File: src/rtl/pan_mix_pkg.sv
package pan_mix_pkg;

   localparam int CODE_W       = 2;     // width of the channel count code
   localparam int POS_W        = 3;     // width of a pan code
   localparam int GAIN_FULL    = 7;     // pan code of a full-right channel
   localparam int RECIP7_MUL   = 2341;  // ceil(2^14 / 7)
   localparam int RECIP7_SHIFT = 14;

   typedef enum logic [CODE_W-1:0] {
      CNT_ONE   = 2'd0,
      CNT_TWO   = 2'd1,
      CNT_FOUR  = 2'd2,
      CNT_EIGHT = 2'd3
   } count_code_e;

   // Limit a requested count code to what the instance can serve.
   function automatic logic [CODE_W-1:0] clamp_code(input logic [CODE_W-1:0] req,
                                                    input int unsigned max_code);
      if (int'(req) > int'(max_code)) return CODE_W'(max_code);
      return req;
   endfunction

endpackage

File: src/rtl/pan_mix_sched.sv
module pan_mix_sched
   import pan_mix_pkg::*;
#(
   parameter int NUM_CH = 8,
   parameter int IDX_W  = $clog2(NUM_CH)
) (
   input  logic                 clk,
   input  logic                 rst_n,
   input  logic [CODE_W-1:0]    cfg_count,
   output logic [IDX_W-1:0]     slot_idx,
   output logic                 slot_last,
   output logic [NUM_CH-1:0]    ready_vec
);

   localparam int unsigned MAX_CODE = IDX_W;

   logic [CODE_W-1:0] act_code;
   logic [IDX_W-1:0]  last_idx;

   assign last_idx  = IDX_W'((1 << act_code) - 1);
   assign slot_last = (slot_idx == last_idx);

   always_ff @(posedge clk) begin
      if (!rst_n) begin
         slot_idx <= '0;
         act_code <= CNT_ONE;
      end else if (slot_last) begin
         slot_idx <= '0;
         act_code <= clamp_code(cfg_count, MAX_CODE);
      end else begin
         slot_idx <= slot_idx + 1'b1;
      end
   end

   for (genvar i = 0; i < NUM_CH; i++) begin : g_grant
      assign ready_vec[i] = (slot_idx == IDX_W'(i));
   end

   AST_READY_ONEHOT: assert property (@(posedge clk) disable iff (!rst_n)
      $onehot(ready_vec));
   AST_SLOT_STEP: assert property (@(posedge clk) disable iff (!rst_n)
      !slot_last |=> slot_idx == $past(slot_idx) + 1'b1);
   AST_SLOT_WRAP: assert property (@(posedge clk) disable iff (!rst_n)
      slot_last |=> slot_idx == '0);
   AST_SLOT_RANGE: assert property (@(posedge clk) disable iff (!rst_n)
      slot_idx <= last_idx);
   AST_CODE_HOLD: assert property (@(posedge clk) disable iff (!rst_n)
      !slot_last |=> $stable(act_code));

endmodule

File: src/rtl/pan_mix_scale.sv
module pan_mix_scale
   import pan_mix_pkg::*;
#(
   parameter int SAMPLE_W = 8
) (
   input  logic signed [SAMPLE_W-1:0] sample_i,
   input  logic        [POS_W-1:0]    gain_i,
   output logic signed [SAMPLE_W-1:0] term_o
);

   localparam int PROD_W  = SAMPLE_W + POS_W;
   localparam int RECIP_W = PROD_W + RECIP7_SHIFT;

   // The reciprocal stays exact only while |sample|*7 stays below 5461.
   if (SAMPLE_W < 2 || SAMPLE_W > 10) begin : g_bad_width
      $error("pan_mix_scale: SAMPLE_W must lie in 2..10");
   end

   logic                neg;
   logic [SAMPLE_W-1:0] mag;
   logic [PROD_W-1:0]   part [POS_W];
   logic [PROD_W-1:0]   prod;
   logic [RECIP_W-1:0]  rterm [RECIP7_SHIFT];
   logic [RECIP_W-1:0]  scaled;
   logic [SAMPLE_W-1:0] quot;

   assign neg = sample_i[SAMPLE_W-1];
   assign mag = neg ? (~sample_i + 1'b1) : sample_i;

   // magnitude times pan gain, one shifted copy per gain bit
   for (genvar j = 0; j < POS_W; j++) begin : g_gain_bit
      assign part[j] = gain_i[j] ? (PROD_W'(mag) << j) : '0;
   end

   always_comb begin
      prod = '0;
      for (int j = 0; j < POS_W; j++) prod = prod + part[j];
   end

   // multiply by the reciprocal of seven, one shifted copy per set bit
   for (genvar k = 0; k < RECIP7_SHIFT; k++) begin : g_recip_bit
      if (RECIP7_MUL[k]) begin : g_on
         assign rterm[k] = RECIP_W'(prod) << k;
      end else begin : g_off
         assign rterm[k] = '0;
      end
   end

   always_comb begin
      scaled = '0;
      for (int k = 0; k < RECIP7_SHIFT; k++) scaled = scaled + rterm[k];
   end

   assign quot   = SAMPLE_W'(scaled >> RECIP7_SHIFT);
   assign term_o = neg ? -$signed(quot) : $signed(quot);

   always_comb begin
      AST_DIV_EXACT: assert ((int'(quot) * GAIN_FULL <= int'(prod)) &&
                             (int'(prod) - int'(quot) * GAIN_FULL < GAIN_FULL));
   end

endmodule

File: src/rtl/pan_mix_accum.sv
module pan_mix_accum #(
   parameter int SAMPLE_W = 8,
   parameter int ACC_W    = 12,
   parameter int OUT_W    = 12
) (
   input  logic                       clk,
   input  logic                       rst_n,
   input  logic                       term_valid,
   input  logic                       term_last,
   input  logic signed [SAMPLE_W-1:0] term_l,
   input  logic signed [SAMPLE_W-1:0] term_r,
   output logic                       out_stb,
   output logic signed [OUT_W-1:0]    out_l,
   output logic signed [OUT_W-1:0]    out_r
);

   if (ACC_W <= SAMPLE_W) begin : g_bad_acc
      $error("pan_mix_accum: ACC_W must exceed SAMPLE_W");
   end

   logic signed [SAMPLE_W-1:0] term  [2];
   logic signed [OUT_W-1:0]    out_q [2];
   logic                       close_frame;

   assign term[0]     = term_l;
   assign term[1]     = term_r;
   assign close_frame = term_valid && term_last;

   for (genvar s = 0; s < 2; s++) begin : g_side
      logic signed [ACC_W-1:0] acc;
      logic signed [ACC_W-1:0] sum;
      logic signed [OUT_W-1:0] clip;

      assign sum = acc + ACC_W'(term[s]);

      if (ACC_W > OUT_W) begin : g_clip
         localparam logic signed [ACC_W-1:0] HI = ACC_W'((1 << (OUT_W - 1)) - 1);
         localparam logic signed [ACC_W-1:0] LO = ~HI;
         assign clip = (sum > HI) ? OUT_W'(HI) :
                       (sum < LO) ? OUT_W'(LO) : OUT_W'(sum);
      end else begin : g_extend
         assign clip = OUT_W'(sum);
      end

      always_ff @(posedge clk) begin
         if (!rst_n) begin
            acc      <= '0;
            out_q[s] <= '0;
         end else if (term_valid) begin
            if (term_last) begin
               acc      <= '0;
               out_q[s] <= clip;
            end else begin
               acc <= sum;
            end
         end
      end
   end

   always_ff @(posedge clk) begin
      if (!rst_n) out_stb <= 1'b0;
      else        out_stb <= close_frame;
   end

   assign out_l = out_q[0];
   assign out_r = out_q[1];

   AST_STB_AFTER_LAST: assert property (@(posedge clk) disable iff (!rst_n)
      close_frame |=> out_stb);
   AST_STB_ONLY_LAST: assert property (@(posedge clk) disable iff (!rst_n)
      !close_frame |=> !out_stb);
   AST_OUT_HOLD: assert property (@(posedge clk) disable iff (!rst_n)
      !close_frame |=> ($stable(out_l) && $stable(out_r)));

endmodule

File: src/rtl/pan_tdm_mixer.sv
module pan_tdm_mixer
   import pan_mix_pkg::*;
#(
   parameter int NUM_CH   = 8,
   parameter int SAMPLE_W = 8,
   parameter int OUT_W    = 12
) (
   input  logic                        clk,
   input  logic                        rst_n,
   input  logic [1:0]                  cfg_count,
   input  logic [NUM_CH*3-1:0]         pan_pos,
   input  logic [NUM_CH-1:0]           in_valid,
   input  logic [NUM_CH*SAMPLE_W-1:0]  in_data,
   output logic [NUM_CH-1:0]           in_ready,
   output logic                        out_strobe,
   output logic signed [OUT_W-1:0]     out_left,
   output logic signed [OUT_W-1:0]     out_right
);

   localparam int IDX_W = $clog2(NUM_CH);
   localparam int ACC_W = SAMPLE_W + IDX_W + 1;

   if (NUM_CH != 2 && NUM_CH != 4 && NUM_CH != 8) begin : g_bad_ch
      $error("pan_tdm_mixer: NUM_CH must be 2, 4 or 8");
   end
   if (OUT_W < SAMPLE_W) begin : g_bad_out
      $error("pan_tdm_mixer: OUT_W must not be below SAMPLE_W");
   end

   logic [IDX_W-1:0]           slot_idx;
   logic                       slot_last;
   logic                       sel_valid;
   logic signed [SAMPLE_W-1:0] sel_data;
   logic [POS_W-1:0]           sel_pos;

   pan_mix_sched #(.NUM_CH(NUM_CH), .IDX_W(IDX_W)) u_sched (
      .clk       (clk),
      .rst_n     (rst_n),
      .cfg_count (cfg_count),
      .slot_idx  (slot_idx),
      .slot_last (slot_last),
      .ready_vec (in_ready)
   );

   // route the served channel onto the slot bus
   always_comb begin
      sel_valid = in_valid[slot_idx];
      sel_data  = in_data[slot_idx*SAMPLE_W +: SAMPLE_W];
      sel_pos   = pan_pos[slot_idx*POS_W +: POS_W];
   end

   logic                       s1_valid;
   logic                       s1_last;
   logic signed [SAMPLE_W-1:0] s1_sample;
   logic [POS_W-1:0]           s1_pos;

   always_ff @(posedge clk) begin
      if (!rst_n) begin
         s1_valid  <= 1'b0;
         s1_last   <= 1'b0;
         s1_sample <= '0;
         s1_pos    <= '0;
      end else begin
         s1_valid  <= 1'b1;
         s1_last   <= slot_last;
         s1_sample <= sel_valid ? sel_data : '0;
         s1_pos    <= sel_pos;
      end
   end

   logic [POS_W-1:0]           side_gain [2];
   logic signed [SAMPLE_W-1:0] side_term [2];

   assign side_gain[0] = POS_W'(GAIN_FULL) - s1_pos;
   assign side_gain[1] = s1_pos;

   for (genvar s = 0; s < 2; s++) begin : g_pan
      pan_mix_scale #(.SAMPLE_W(SAMPLE_W)) u_scale (
         .sample_i (s1_sample),
         .gain_i   (side_gain[s]),
         .term_o   (side_term[s])
      );
   end

   pan_mix_accum #(.SAMPLE_W(SAMPLE_W), .ACC_W(ACC_W), .OUT_W(OUT_W)) u_accum (
      .clk        (clk),
      .rst_n      (rst_n),
      .term_valid (s1_valid),
      .term_last  (s1_last),
      .term_l     (side_term[0]),
      .term_r     (side_term[1]),
      .out_stb    (out_strobe),
      .out_l      (out_left),
      .out_r      (out_right)
   );

   AST_IDLE_ZERO: assert property (@(posedge clk) disable iff (!rst_n)
      !(|(in_valid & in_ready)) |=> (s1_sample == '0));

   always_comb begin
      AST_PAN_BOUND: assert ((side_term[0] < 0 ? -int'(side_term[0]) : int'(side_term[0])) +
                             (side_term[1] < 0 ? -int'(side_term[1]) : int'(side_term[1])) <=
                             (s1_sample < 0 ? -int'(s1_sample) : int'(s1_sample)));
   end

endmodule

File: config.mk
export PLATFORM = sky130hd
export DESIGN_NAME = pan_tdm_mixer
export DESIGN_NICKNAME = d
export VERILOG_FILES = /design/src/rtl/pan_mix_pkg.sv /design/src/rtl/pan_mix_sched.sv /design/src/rtl/pan_mix_scale.sv /design/src/rtl/pan_mix_accum.sv /design/src/rtl/pan_tdm_mixer.sv
export SDC_FILE = /design/constraint.sdc
export NUM_CORES = 1
export LEC_CHECK = 0
export ABC_AREA = 1
export BUFFER_PORTS_ARGS = -buffer_cell sky130_fd_sc_hd__buf_2
export CORE_MARGIN = 2
export CORE_UTILIZATION = 59
export DETAILED_ROUTE_END_ITERATION = 8
export PLACE_DENSITY = 0.89
export SYNTH_ARGS = -nofsm -noshare
export SYNTH_HDL_FRONTEND = slang
export SYNTH_SLANG_ARGS = --single-unit
File: constraint.sdc
create_clock -name clk -period 11.6 [get_ports clk]
set_input_delay 1.16 -clock clk [delete_from_list [all_inputs] [get_ports clk]]
set_output_delay 1.16 -clock clk [all_outputs]
set_load 0.02 [all_outputs]
==> impl_metrics.yaml, run 1 <==
sta:
  setup-tns-final_ps: 0
  finalMaxSlewViolations: 0
  clock_period_minus_final_worst_setup_slack_ps: 10680
  relSlewSlack: 0.2300
  slew_of_the_pin_with_the_lowest_slew_margin_ps: 1155
  grt_setup_unrepaired: "no"
  final-hold-violation-count: 0
  finClkSkew_ps: 6.991
  setup_viol: 0
  maxClockFrequency_mhz: 93.65
  crit_share_post_route: 0.9205
floorplan:
  die_outline_area_sq_um: 15020
  core-area_sq_um: 13830
  boundaryPins: 133
  initial_core_util: 0.5998
  die_span_in_y_microns: 122.6
  number_of_placement_rows: 43
  dieWidth_microns: 122.6
setup_path:
  endpoint: "u_accum.out_q[1][11]$_SDFFCE_PN0P_"
  endpoint_kind: "flop"
  timing.critical_path.arrival_ps: 10750
  timing.rr.start: "s1_sample[7]$_SDFF_PN0_"
  max_stage_delay_ps: 570
  critPathMaxFanout: 15
  start_kind: "flop"
  setup.worst_path.start: "s1_sample[7]$_SDFF_PN0_"
  timing.critical_path.required_ps: 11670
  ff2ff_path_depth: 56
  worst-r2r-setup-slack_ps: 920
  worst_r2r_endpoint: "u_accum.out_q[1][11]$_SDFFCE_PN0P_"
  cell_with_the_largest_stage_delay_on_the_worst_path: "sky130_fd_sc_hd__fa_1"
  worstSetupPathType: "reg -> reg"
  crit_path_frequent_cell: "sky130_fd_sc_hd__inv_1"
global_route:
  global_route.overflow_total: 0
  pin_count_of_the_biggest_net_entering_global_routing: 54
  grtUsageTotal: 0.2880
  antenna_violations_before_repair: 0
  grt_pass1_vias: 7941
  wire_length_of_the_first_global_routing_pass_mm: 34.92
clocking:
  clkLatencyLatePin_ps: 340
  post_cts_buffers: 0
  clkTransAtPathRegs_ps: 60
  cts-htree-levels: 3
  clock-root-buffer: "sky130_fd_sc_hd__clkbuf_16"
  numCtsBuffers: 9
  clock_sinks: 67
  ctsLongestPathBuffers: 2
  cts_tree: "yes"
  postCtsResizedCells: 0
  cts-hold-fix-buffers: 0
logic_synthesis:
  synthesis.instances: 1178
  post_synth_most_frequent_cells: "sky130_fd_sc_hd__nand2_1, sky130_fd_sc_hd__inv_1, sky130_fd_sc_hd__nor2_1"
  synth_most_common_cell: "sky130_fd_sc_hd__nand2_1"
  ys.flop_type: "sky130_fd_sc_hd__dfxtp_1"
  async_s_r_ff_share_synth: 0
  synth.yosys.warnings: 0
  syn-num-nets: 1419
  yosys.cell_types.count: 45
  synth.top_cells.by_area: "sky130_fd_sc_hd__ha_1, sky130_fd_sc_hd__nand2_1, sky130_fd_sc_hd__dfxtp_1"
  synth_area_per_cell_sq_um: 7.040
  post_synth_edffs: 24
  synth_area_sq_um: 8293
  synth_top_area_frac: 0.1554
  synth_area_leader_cell: "sky130_fd_sc_hd__ha_1"
  synth.ff_latch_count: 67
  share_of_the_yosys_chip_area_belonging_to_registers: 0.1907
routing:
  drt-wirelength-per-cell_microns: 14.08
  vias: 8127
  drt-pass1-iter-count: 5
  viasPerCell: 5.495
  routed_wirelength_mm: 20.83
  drt_iter0_markers: 457
  drt.antenna.violating_nets: 0
  remaining_drc_errors: 0
final_layout:
  nets: 1535
  synthToLayoutAreaGrowth_pct: 13.44
  drive_above_1_share: 0.1578
  fill_cells: 1135
  antennaDiodeCount: 0
worst_hold_path:
  hold_crit_path_type: "reg -> reg"
placed_design:
  placement.io_buffers: 132
  detailed_place_hpwl_mm: 16.84
  globalplace.congestion: 0.9277
run:
  drv_cap: 0
run_status:
  run_status: "completed"
==> worst min-delay path by stage <==
| stage | start | endpoint | slack [ps] | depth (start not counted) |
|---|---|---|---|---|
| 2_1_floorplan | u_accum.g_side[0].acc[11]$_SDFFE_PN0P_ | u_accum.g_side[0].acc[11]$_SDFFE_PN0P_ | 450 | 2 |
| 3_3_place_gp | u_accum.g_side[0].acc[11]$_SDFFE_PN0P_ | u_accum.g_side[0].acc[11]$_SDFFE_PN0P_ | 450 | 2 |
| 3_5_place_dp | u_accum.g_side[0].acc[0]$_SDFFE_PN0P_ | u_accum.g_side[0].acc[0]$_SDFFE_PN0P_ | 470 | 2 |
| 4_1_cts | u_accum.g_side[0].acc[0]$_SDFFE_PN0P_ | u_accum.g_side[0].acc[0]$_SDFFE_PN0P_ | 470 | 2 |
| 5_1_grt | u_accum.g_side[0].acc[9]$_SDFFE_PN0P_ | u_accum.g_side[0].acc[9]$_SDFFE_PN0P_ | 490 | 2 |
| 6_report | u_accum.g_side[0].acc[11]$_SDFFE_PN0P_ | u_accum.g_side[0].acc[11]$_SDFFE_PN0P_ | 470 | 2 |
==> sequential cells by signal, summed over array words and instances, names as in the netlist <==
name / cells
s1_last: 1
s1_pos: 3
s1_sample: 8
s1_valid: 1
u_accum.g_side.acc: 24
u_accum.out_q: 24
u_accum.out_stb: 1
u_sched.act_code: 2
u_sched.slot_idx: 3
==> area by class of cell <==
type,count,area (sq um),share of cell area
clock buffers,9,225.2,0.02394
clock inverters,7,98.84,0.01051
inverters,200,750.7,0.07980
multi-input cells,881,5843,0.6211
flip-flops and latches,67,1582,0.1681
well taps,180,225.2,0.02394
repair buffers,135,683.2,0.07262
==> layout by cell type, fill, tap and decap left out, types with 21 or more instances in the layout <==
cell and instances:
sky130_fd_sc_hd__buf_2 132, sky130_fd_sc_hd__nand3_1 26, sky130_fd_sc_hd__nand2_1 230, sky130_fd_sc_hd__a21oi_1 81, sky130_fd_sc_hd__nand2_2 21, sky130_fd_sc_hd__edfxtp_1 24, sky130_fd_sc_hd__nor2_1 128, sky130_fd_sc_hd__inv_1 197
sky130_fd_sc_hd__o21ai_0 72, sky130_fd_sc_hd__dfxtp_1 43, sky130_fd_sc_hd__xor2_1 46, sky130_fd_sc_hd__ha_1 103, sky130_fd_sc_hd__fa_1 38
==> cell families after synthesis <==
family	Yosys count	share of synthesized area
adders and majority gates	141	0.2471
buffers and inverters	230	0.1061
xor gates and xnor gates	61	0.06623
DFF	67	0.1907
AOI/OAI and AO/OA	221	0.1516
and+or+nand+nor	458	0.2382
==> worst max-delay path, delay by kind of cell (launching register included) <==
family,cells,cell delay (ps)
DFF,1,550
AOI/OAI and AO/OA,13,2310
xor gates and xnor gates,5,1230
adders and majority gates,8,3040
buffers and inverters,11,1140
and+or+nand+nor,19,2160
==> metrics by stage <==
step / util / hold WS [ps] / cell area [sq um] / instances / worst slack, ps
after floorplan: - / 445.3 / 8293 / 1178 / 2418
after global placement: 0.6564 / 453.6 / 9076 / 1463 / 1357
after detailed placement: 0.6564 / 466.1 / 9076 / 1463 / 1085
after CTS: 0.6798 / 473.9 / 9400 / 1479 / 998.0
after global routing: 0.6804 / 487.7 / 9408 / 1479 / 25.11
final: 0.6804 / 473.4 / 9408 / 1479 / 922.2
==> routing by layer <==
| layer | track usage | up-vias | part of all wire |
|---|---|---|---|
| met5 | 0 | - | 0 |
| met4 | 0.1358 | 0 | 0.043 |
| met1 | 0.3325 | 3731 | 0.40 |
| li1 | - | 4037 | - |
| met2 | 0.5215 | 299 | 0.50 |
| met3 | 0.04182 | 60 | 0.061 |
Power of run 1 is not shown: default switching activity piles up to over one toggle a cycle in this logic, so the estimate is an artifact.
==> inputs of run 2 (changes only) <==
ABC_AREA = not set   (was 1)
CORE_UTILIZATION = 55   (was 59)
PLACE_DENSITY = 0.84   (was 0.89)
==> run 2 against run 1 <==
  * Routed wire length decreased by 6.2%
  * Cell count decreased by 13%
  * Sequential cell count unchanged
  * Critical path depth decreased by 10
  * Synthesized cell count decreased by 17%
  * Core utilization decreased by 4.5 points
  * Design area increased by 1.6%
  * Highest routed layer unchanged
  * Global-route usage decreased by 4.5 points
  * Count of clock-buffer cells in the layout increased by 1
  * Via count decreased by 9.7%
  * Hold slack improved by 44 ps
  * Clock skew increased by 4.8 ps
==> impl_metrics.yaml, run 2 <==
final_layout:
  antennaDiodeCount: 0
  fill_cells: 1227
  leading_registers_by_flop_count: "u_accum.g_side.acc (24), u_accum.out_q (24), s1_sample (8)"
  layout.cells.non_filler: 1285
  nets: 1333
  synthToLayoutAreaGrowth_pct: 14.59
  drive_above_1_share: 0.1996
  layout_commonest_cell: "sky130_fd_sc_hd__buf_2"
  final_area_sq_um: 9559
  commonest_cells_after_routing_fill_and_taps_aside: "sky130_fd_sc_hd__buf_2, sky130_fd_sc_hd__ha_1, sky130_fd_sc_hd__inv_1"
routing:
  remaining_drc_errors: 0
  drt_iter0_markers: 452
  drt-wirelength-per-cell_microns: 15.20
  vias: 7341
  drt-pass1-iter-count: 4
  drt.antenna.violating_nets: 0
  viasPerCell: 5.713
  routed_wirelength_mm: 19.54
logic_synthesis:
  synth_area_per_cell_sq_um: 8.564
  synth_most_common_cell: "sky130_fd_sc_hd__inv_1"
  synthesis.instances: 974
  syn-num-nets: 1215
  post_synth_most_frequent_cells: "sky130_fd_sc_hd__inv_1, sky130_fd_sc_hd__ha_1, sky130_fd_sc_hd__nor2_1"
  synth_area_leader_cell: "sky130_fd_sc_hd__ha_1"
  synth.top_cells.by_area: "sky130_fd_sc_hd__ha_1, sky130_fd_sc_hd__dfxtp_1, sky130_fd_sc_hd__fa_1"
  synth_top_area_frac: 0.1545
  async_s_r_ff_share_synth: 0
  ys.flop_type: "sky130_fd_sc_hd__dfxtp_1"
  synth.ff_latch_count: 67
  synth.yosys.warnings: 0
  post_synth_edffs: 24
  share_of_the_yosys_chip_area_belonging_to_registers: 0.1896
  yosys.cell_types.count: 73
  synth_area_sq_um: 8342
setup_path:
  worstSetupPathType: "reg -> reg"
  timing.critical_path.required_ps: 11660
  critPathMaxFanout: 8
  worst-r2r-setup-slack_ps: 570
  max_stage_delay_ps: 620
  crit_path_frequent_cell: "sky130_fd_sc_hd__ha_1"
  cell_with_the_largest_stage_delay_on_the_worst_path: "sky130_fd_sc_hd__fa_1"
  worst_r2r_endpoint: "u_accum.out_q[0][10]$_SDFFCE_PN0P_"
  timing.rr.start: "s1_sample[0]$_SDFF_PN0_"
  ff2ff_path_depth: 46
  start_kind: "flop"
  timing.critical_path.arrival_ps: 11090
  endpoint_kind: "flop"
floorplan:
  die_span_in_y_microns: 127.2
  core-area_sq_um: 15030
  initial_core_util: 0.5549
  boundaryPins: 133
  dieWidth_microns: 127.2
  number_of_placement_rows: 45
  die_outline_area_sq_um: 16170
sta:
  setup_ws_ps: 566.1
  clock_period_minus_final_worst_setup_slack_ps: 11030
  setup-tns-final_ps: 0
  finalMaxSlewViolations: 0
  slew_of_the_pin_with_the_lowest_slew_margin_ps: 1031
  grt_setup_unrepaired: "no"
  relSlewSlack: 0.3110
  maxClockFrequency_mhz: 90.63
  final-hold-violation-count: 0
  crit_share_post_route: 0.9512
  finClkSkew_ps: 11.77
  setup_viol: 0
placed_design:
  dp_slack_ps: 438.4
  placement.io_buffers: 132
  placed_cell_area_sq_um: 9148
  place_inst: 1264
  detailed_place_hpwl_mm: 15.56
  globalplace.congestion: 0.8892
clocking:
  cts-htree-levels: 3
  ctsLongestPathBuffers: 2
  clock-root-buffer: "sky130_fd_sc_hd__clkbuf_16"
  cts_tree: "yes"
  clkTransAtPathRegs_ps: 60
  numCtsBuffers: 9
  clkLatencyLatePin_ps: 340
  clock_sinks: 67
global_route:
  antenna_violations_before_repair: 0
  global_route.overflow_total: 0
  pin_count_of_the_biggest_net_entering_global_routing: 38
  grt_pass1_vias: 7236
  grtUsageTotal: 0.2429
  wire_length_of_the_first_global_routing_pass_mm: 32.29
worst_hold_path:
  worstHoldPathCells: 2
  holdPathEnd: "u_accum.g_side[0].acc[10]$_SDFFE_PN0P_"
  min_from: "u_accum.g_side[0].acc[10]$_SDFFE_PN0P_"
  hold_crit_path_type: "reg -> reg"
run:
  drv_cap: 0
run_status:
  run_status: "completed"
-- run 2: per-stage QoR --
step,hold WS [ps],utilization
after floorplan,459.6,-
after global placement,474.5,0.6085
after detailed placement,492.4,0.6085
after CTS,524.2,0.6286
after global routing,555.2,0.6359
final,517.7,0.6359
-- run 2: how the worst max path moves through the flow --
| stage | from | to | cells past startpoint |
|---|---|---|---|
| 5_1_grt | s1_sample[0]$_SDFF_PN0_ | u_accum.out_q[1][11]$_SDFFCE_PN0P_ | 50 |
| 6_report | s1_sample[0]$_SDFF_PN0_ | u_accum.out_q[0][10]$_SDFFCE_PN0P_ | 46 |
| 3_3_place_gp | s1_sample[0]$_SDFF_PN0_ | u_accum.out_q[1][11]$_SDFFCE_PN0P_ | 52 |
| 4_1_cts | s1_sample[0]$_SDFF_PN0_ | u_accum.out_q[0][10]$_SDFFCE_PN0P_ | 47 |
| 2_1_floorplan | s1_sample[0]$_SDFF_PN0_ | u_accum.out_q[1][11]$_SDFFCE_PN0P_ | 51 |
| 3_5_place_dp | s1_sample[0]$_SDFF_PN0_ | u_accum.out_q[1][11]$_SDFFCE_PN0P_ | 49 |
-- run 2: what timing repair did --
item	in CTS	in global routing
hold buffers	0	0
resized for setup	0	20
endpoints found under the setup margin	0	16
buffers inserted	0	5
-- run 2: area by class of cell --
type,count,area [sq um],share of cell area
Clock buffer,10,250.2,0.02618
Clock inverter,6,52.55,0.005497
Inverter,106,397.9,0.04162
Multi-Input combinational cell,765,6294,0.6584
Sequential cell,67,1587,0.1660
Tap cell,188,235.2,0.02461
Timing Repair Buffer,143,743.2,0.07775
-- run 2: critical path, delay by kind of cell, from the launching register on --
kind                     cells  cell delay [ps]
AND/OR/NAND/NOR             11             1970
XOR/XNOR                     5             1010
buffers and inverters        3              300
adder cells (fa/ha/maj)     10             3700
multiplexers                 1              120
AO/OA/AOI/OAI               16             3220
flip-flops                   1              390
-- run 2: kinds of logic (layout without fill, tap and decap cells) --
group                    count (synthesis)  after routing  share of synthesized area
XOR/XNOR                                69             69                    0.07410
buffers and inverters                  142            265                    0.06405
AO/OA/AOI/OAI                          190            190                     0.1485
adder cells (fa/ha/maj)                144            144                     0.2493
flip-flops                              67             67                     0.1896
AND/OR/NAND/NOR                        328            328                     0.1975
multiplexers                            34             34                    0.07695
-- run 2: per-layer routing --
layer	up-vias	routed length [microns]	GRT usage
met5	-	0	0
li1	3594	-	-
met4	0	589	0.09050
met2	223	9827	0.4437
met1	3488	8201	0.2884
met3	36	918	0.03769
Power of run 2 is left out for the same reason.
==> inputs of run 3 (changes only) <==
--- a/config.mk
+++ b/config.mk
@@ -7,2 +7,3 @@
 export LEC_CHECK = 0
+export ABC_AREA = 1
 export BUFFER_PORTS_ARGS = -buffer_cell sky130_fd_sc_hd__buf_2
==> constraint.sdc (replaced) <==
create_clock -name clk -period 11.6 [get_ports clk]
set_input_delay 0.58 -clock clk [delete_from_list [all_inputs] [get_ports clk]]
set_output_delay 0.58 -clock clk [all_outputs]
set_load 0.02 [all_outputs]
==> run 3 against run 2 <==
  * Sequential cell count stayed put
  * Fmax is 3.2% higher
  * Register-to-register slack better by 350 ps
  * Cell count is 15% higher
  * Core utilization is 0.63 points higher
  * Clock skew is 2.1 ps lower
  * Die area is 0.57% lower
  * Global-route usage is 2.5 points higher
  * Count of clock-buffer cells in the layout is 2 higher
  * Sequential share of layout area is 0.23 points higher
  * Largest cell class unchanged
==> impl_metrics.yaml, run 3 (synthesis gave the netlist of run 1 again) <==
run_status:
  run_status: "completed"
setup_path:
  critPathMaxFanout: 8
  crit_path_frequent_cell: "sky130_fd_sc_hd__inv_1"
  setup.worst_path.start: "s1_sample[0]$_SDFF_PN0_"
  cell_with_the_largest_stage_delay_on_the_worst_path: "sky130_fd_sc_hd__fa_1"
  timing.rr.start: "s1_sample[0]$_SDFF_PN0_"
  start_kind: "flop"
  endpoint: "u_accum.out_q[1][11]$_SDFFCE_PN0P_"
  timing.critical_path.required_ps: 11660
  worstSetupPathType: "reg -> reg"
  timing.critical_path.arrival_ps: 10750
  ff2ff_path_depth: 57
  worst-r2r-setup-slack_ps: 910
  endpoint_kind: "flop"
  max_stage_delay_ps: 550
  worst_r2r_endpoint: "u_accum.out_q[1][11]$_SDFFCE_PN0P_"
routing:
  highest-signal-layer: "met4"
  remaining_drc_errors: 0
  viasPerCell: 5.421
  drt_iter0_markers: 621
  drt-wirelength-per-cell_microns: 14.11
  met2RoutedLength_mm: 10.18
  drt-pass1-iter-count: 7
  vias: 8028
  routed_wirelength_mm: 20.89
  wirelength_met1_mm: 8.859
  met3RoutedLength_mm: 1.223
  drt.antenna.violating_nets: 0
clocking:
  cts_tree: "yes"
  ctsLongestPathBuffers: 2
  clock-root-buffer: "sky130_fd_sc_hd__clkbuf_16"
  cts-htree-levels: 3
  numCtsBuffers: 9
  clock_sinks: 67
  clkTransAtPathRegs_ps: 60
  clkLatencyLatePin_ps: 350
floorplan:
  dieWidth_microns: 126.8
  core-area_sq_um: 14640
  die_outline_area_sq_um: 16080
  initial_core_util: 0.5663
  boundaryPins: 133
  die_span_in_y_microns: 126.8
  number_of_placement_rows: 44
sta:
  finClkSkew_ps: 9.654
  final-hold-violation-count: 0
  crit_share_post_route: 0.9214
  clock_period_minus_final_worst_setup_slack_ps: 10690
  relSlewSlack: 0.1531
  grt_setup_unrepaired: "no"
  slew_of_the_pin_with_the_lowest_slew_margin_ps: 1269
  setup-tns-final_ps: 0
  maxClockFrequency_mhz: 93.56
  finalMaxSlewViolations: 0
  setup_viol: 0
global_route:
  global_route.overflow_total: 0
  antenna_violations_before_repair: 0
  wire_length_of_the_first_global_routing_pass_mm: 35.34
  grt_pass1_vias: 7822
  grtUsageTotal: 0.2676
  pin_count_of_the_biggest_net_entering_global_routing: 55
final_layout:
  leading_registers_by_flop_count: "u_accum.g_side.acc (24), u_accum.out_q (24), s1_sample (8)"
  antennaDiodeCount: 0
  synthToLayoutAreaGrowth_pct: 13.40
  commonest_cells_after_routing_fill_and_taps_aside: "sky130_fd_sc_hd__nand2_1, sky130_fd_sc_hd__inv_1, sky130_fd_sc_hd__buf_2"
  nets: 1533
  drive_above_1_share: 0.1557
  layout_commonest_cell: "sky130_fd_sc_hd__nand2_1"
run:
  drv_cap: 0
placed_design:
  placement.io_buffers: 132
  detailed_place_hpwl_mm: 16.55
  globalplace.congestion: 0.9508
worst_hold_path:
  hold_crit_path_type: "in -> reg"
## run 3: cell count changes in the layout (fill, tap and decap cells not counted), moves of 32 or more
cell	previous run	this run
sky130_fd_sc_hd__o21ai_0	31	72
sky130_fd_sc_hd__nand2b_1	32	0
sky130_fd_sc_hd__nor2_1	82	128
sky130_fd_sc_hd__nor2b_1	41	0
sky130_fd_sc_hd__nand2_1	79	230
sky130_fd_sc_hd__xnor2_1	44	12
sky130_fd_sc_hd__inv_1	101	197
## run 3: layout make-up
class | instances | area, sq um
clock buffers | 12 | 256.5
multi-input cells | 881 | 5843
fillers | 1303 | 5240
well taps | 184 | 230.2
inverters | 200 | 750.7
flip-flops and latches | 67 | 1583
clock inverters | 4 | 72.57
repair buffers | 133 | 668.1
## run 3: timing repair
item	4_1_cts	5_1_grt
hold buffers	0	0
buffers inserted	0	0
endpoints found under the setup margin	0	2
resized for setup	0	2
## run 3: worst min path at each step
stage	from	cells past startpoint	to	slack, ps
2_1_floorplan	u_accum.g_side[0].acc[11]$_SDFFE_PN0P_	2	u_accum.g_side[0].acc[11]$_SDFFE_PN0P_	450
3_3_place_gp	u_accum.g_side[0].acc[11]$_SDFFE_PN0P_	2	u_accum.g_side[0].acc[11]$_SDFFE_PN0P_	450
3_5_place_dp	u_accum.g_side[0].acc[0]$_SDFFE_PN0P_	2	u_accum.g_side[0].acc[0]$_SDFFE_PN0P_	460
4_1_cts	cfg_count[0]	3	u_sched.act_code[0]$_SDFFE_PN0P_	430
5_1_grt	cfg_count[1]	3	u_sched.act_code[1]$_SDFFE_PN0P_	460
6_report	cfg_count[0]	3	u_sched.act_code[0]$_SDFFE_PN0P_	440
## run 3: stage by stage
stage | instances | setup slack [ps] | utilization | hold WS, ps | cell area (sq um)
after floorplan | 1178 | 2418 | - | 445.3 | 8293
after global placement | 1465 | 1342 | 0.6191 | 452.6 | 9066
after detailed placement | 1465 | 1017 | 0.6191 | 462.8 | 9066
after CTS | 1481 | 918.0 | 0.6416 | 432.2 | 9395
after global routing | 1481 | 75.89 | 0.6422 | 459.6 | 9404
final | 1481 | 911.5 | 0.6422 | 436.4 | 9404
## run 3: per-layer routing
metal,track usage,up-vias
met3,0.04471,39
met4,0.09114,0
met5,0,-
met2,0.4811,310
li1,-,4038
met1,0.3252,3641
## run 3: worst max-delay path, delay by kind of cell, from the launching register on
family | cells | cell delay (ps)
buf+inv | 14 | 1210
xor+xnor | 3 | 780
compound gates | 14 | 2690
fa+ha+maj | 10 | 3480
simple gates | 16 | 1710
flops | 1 | 500
Power of run 3 is left out for the same reason.
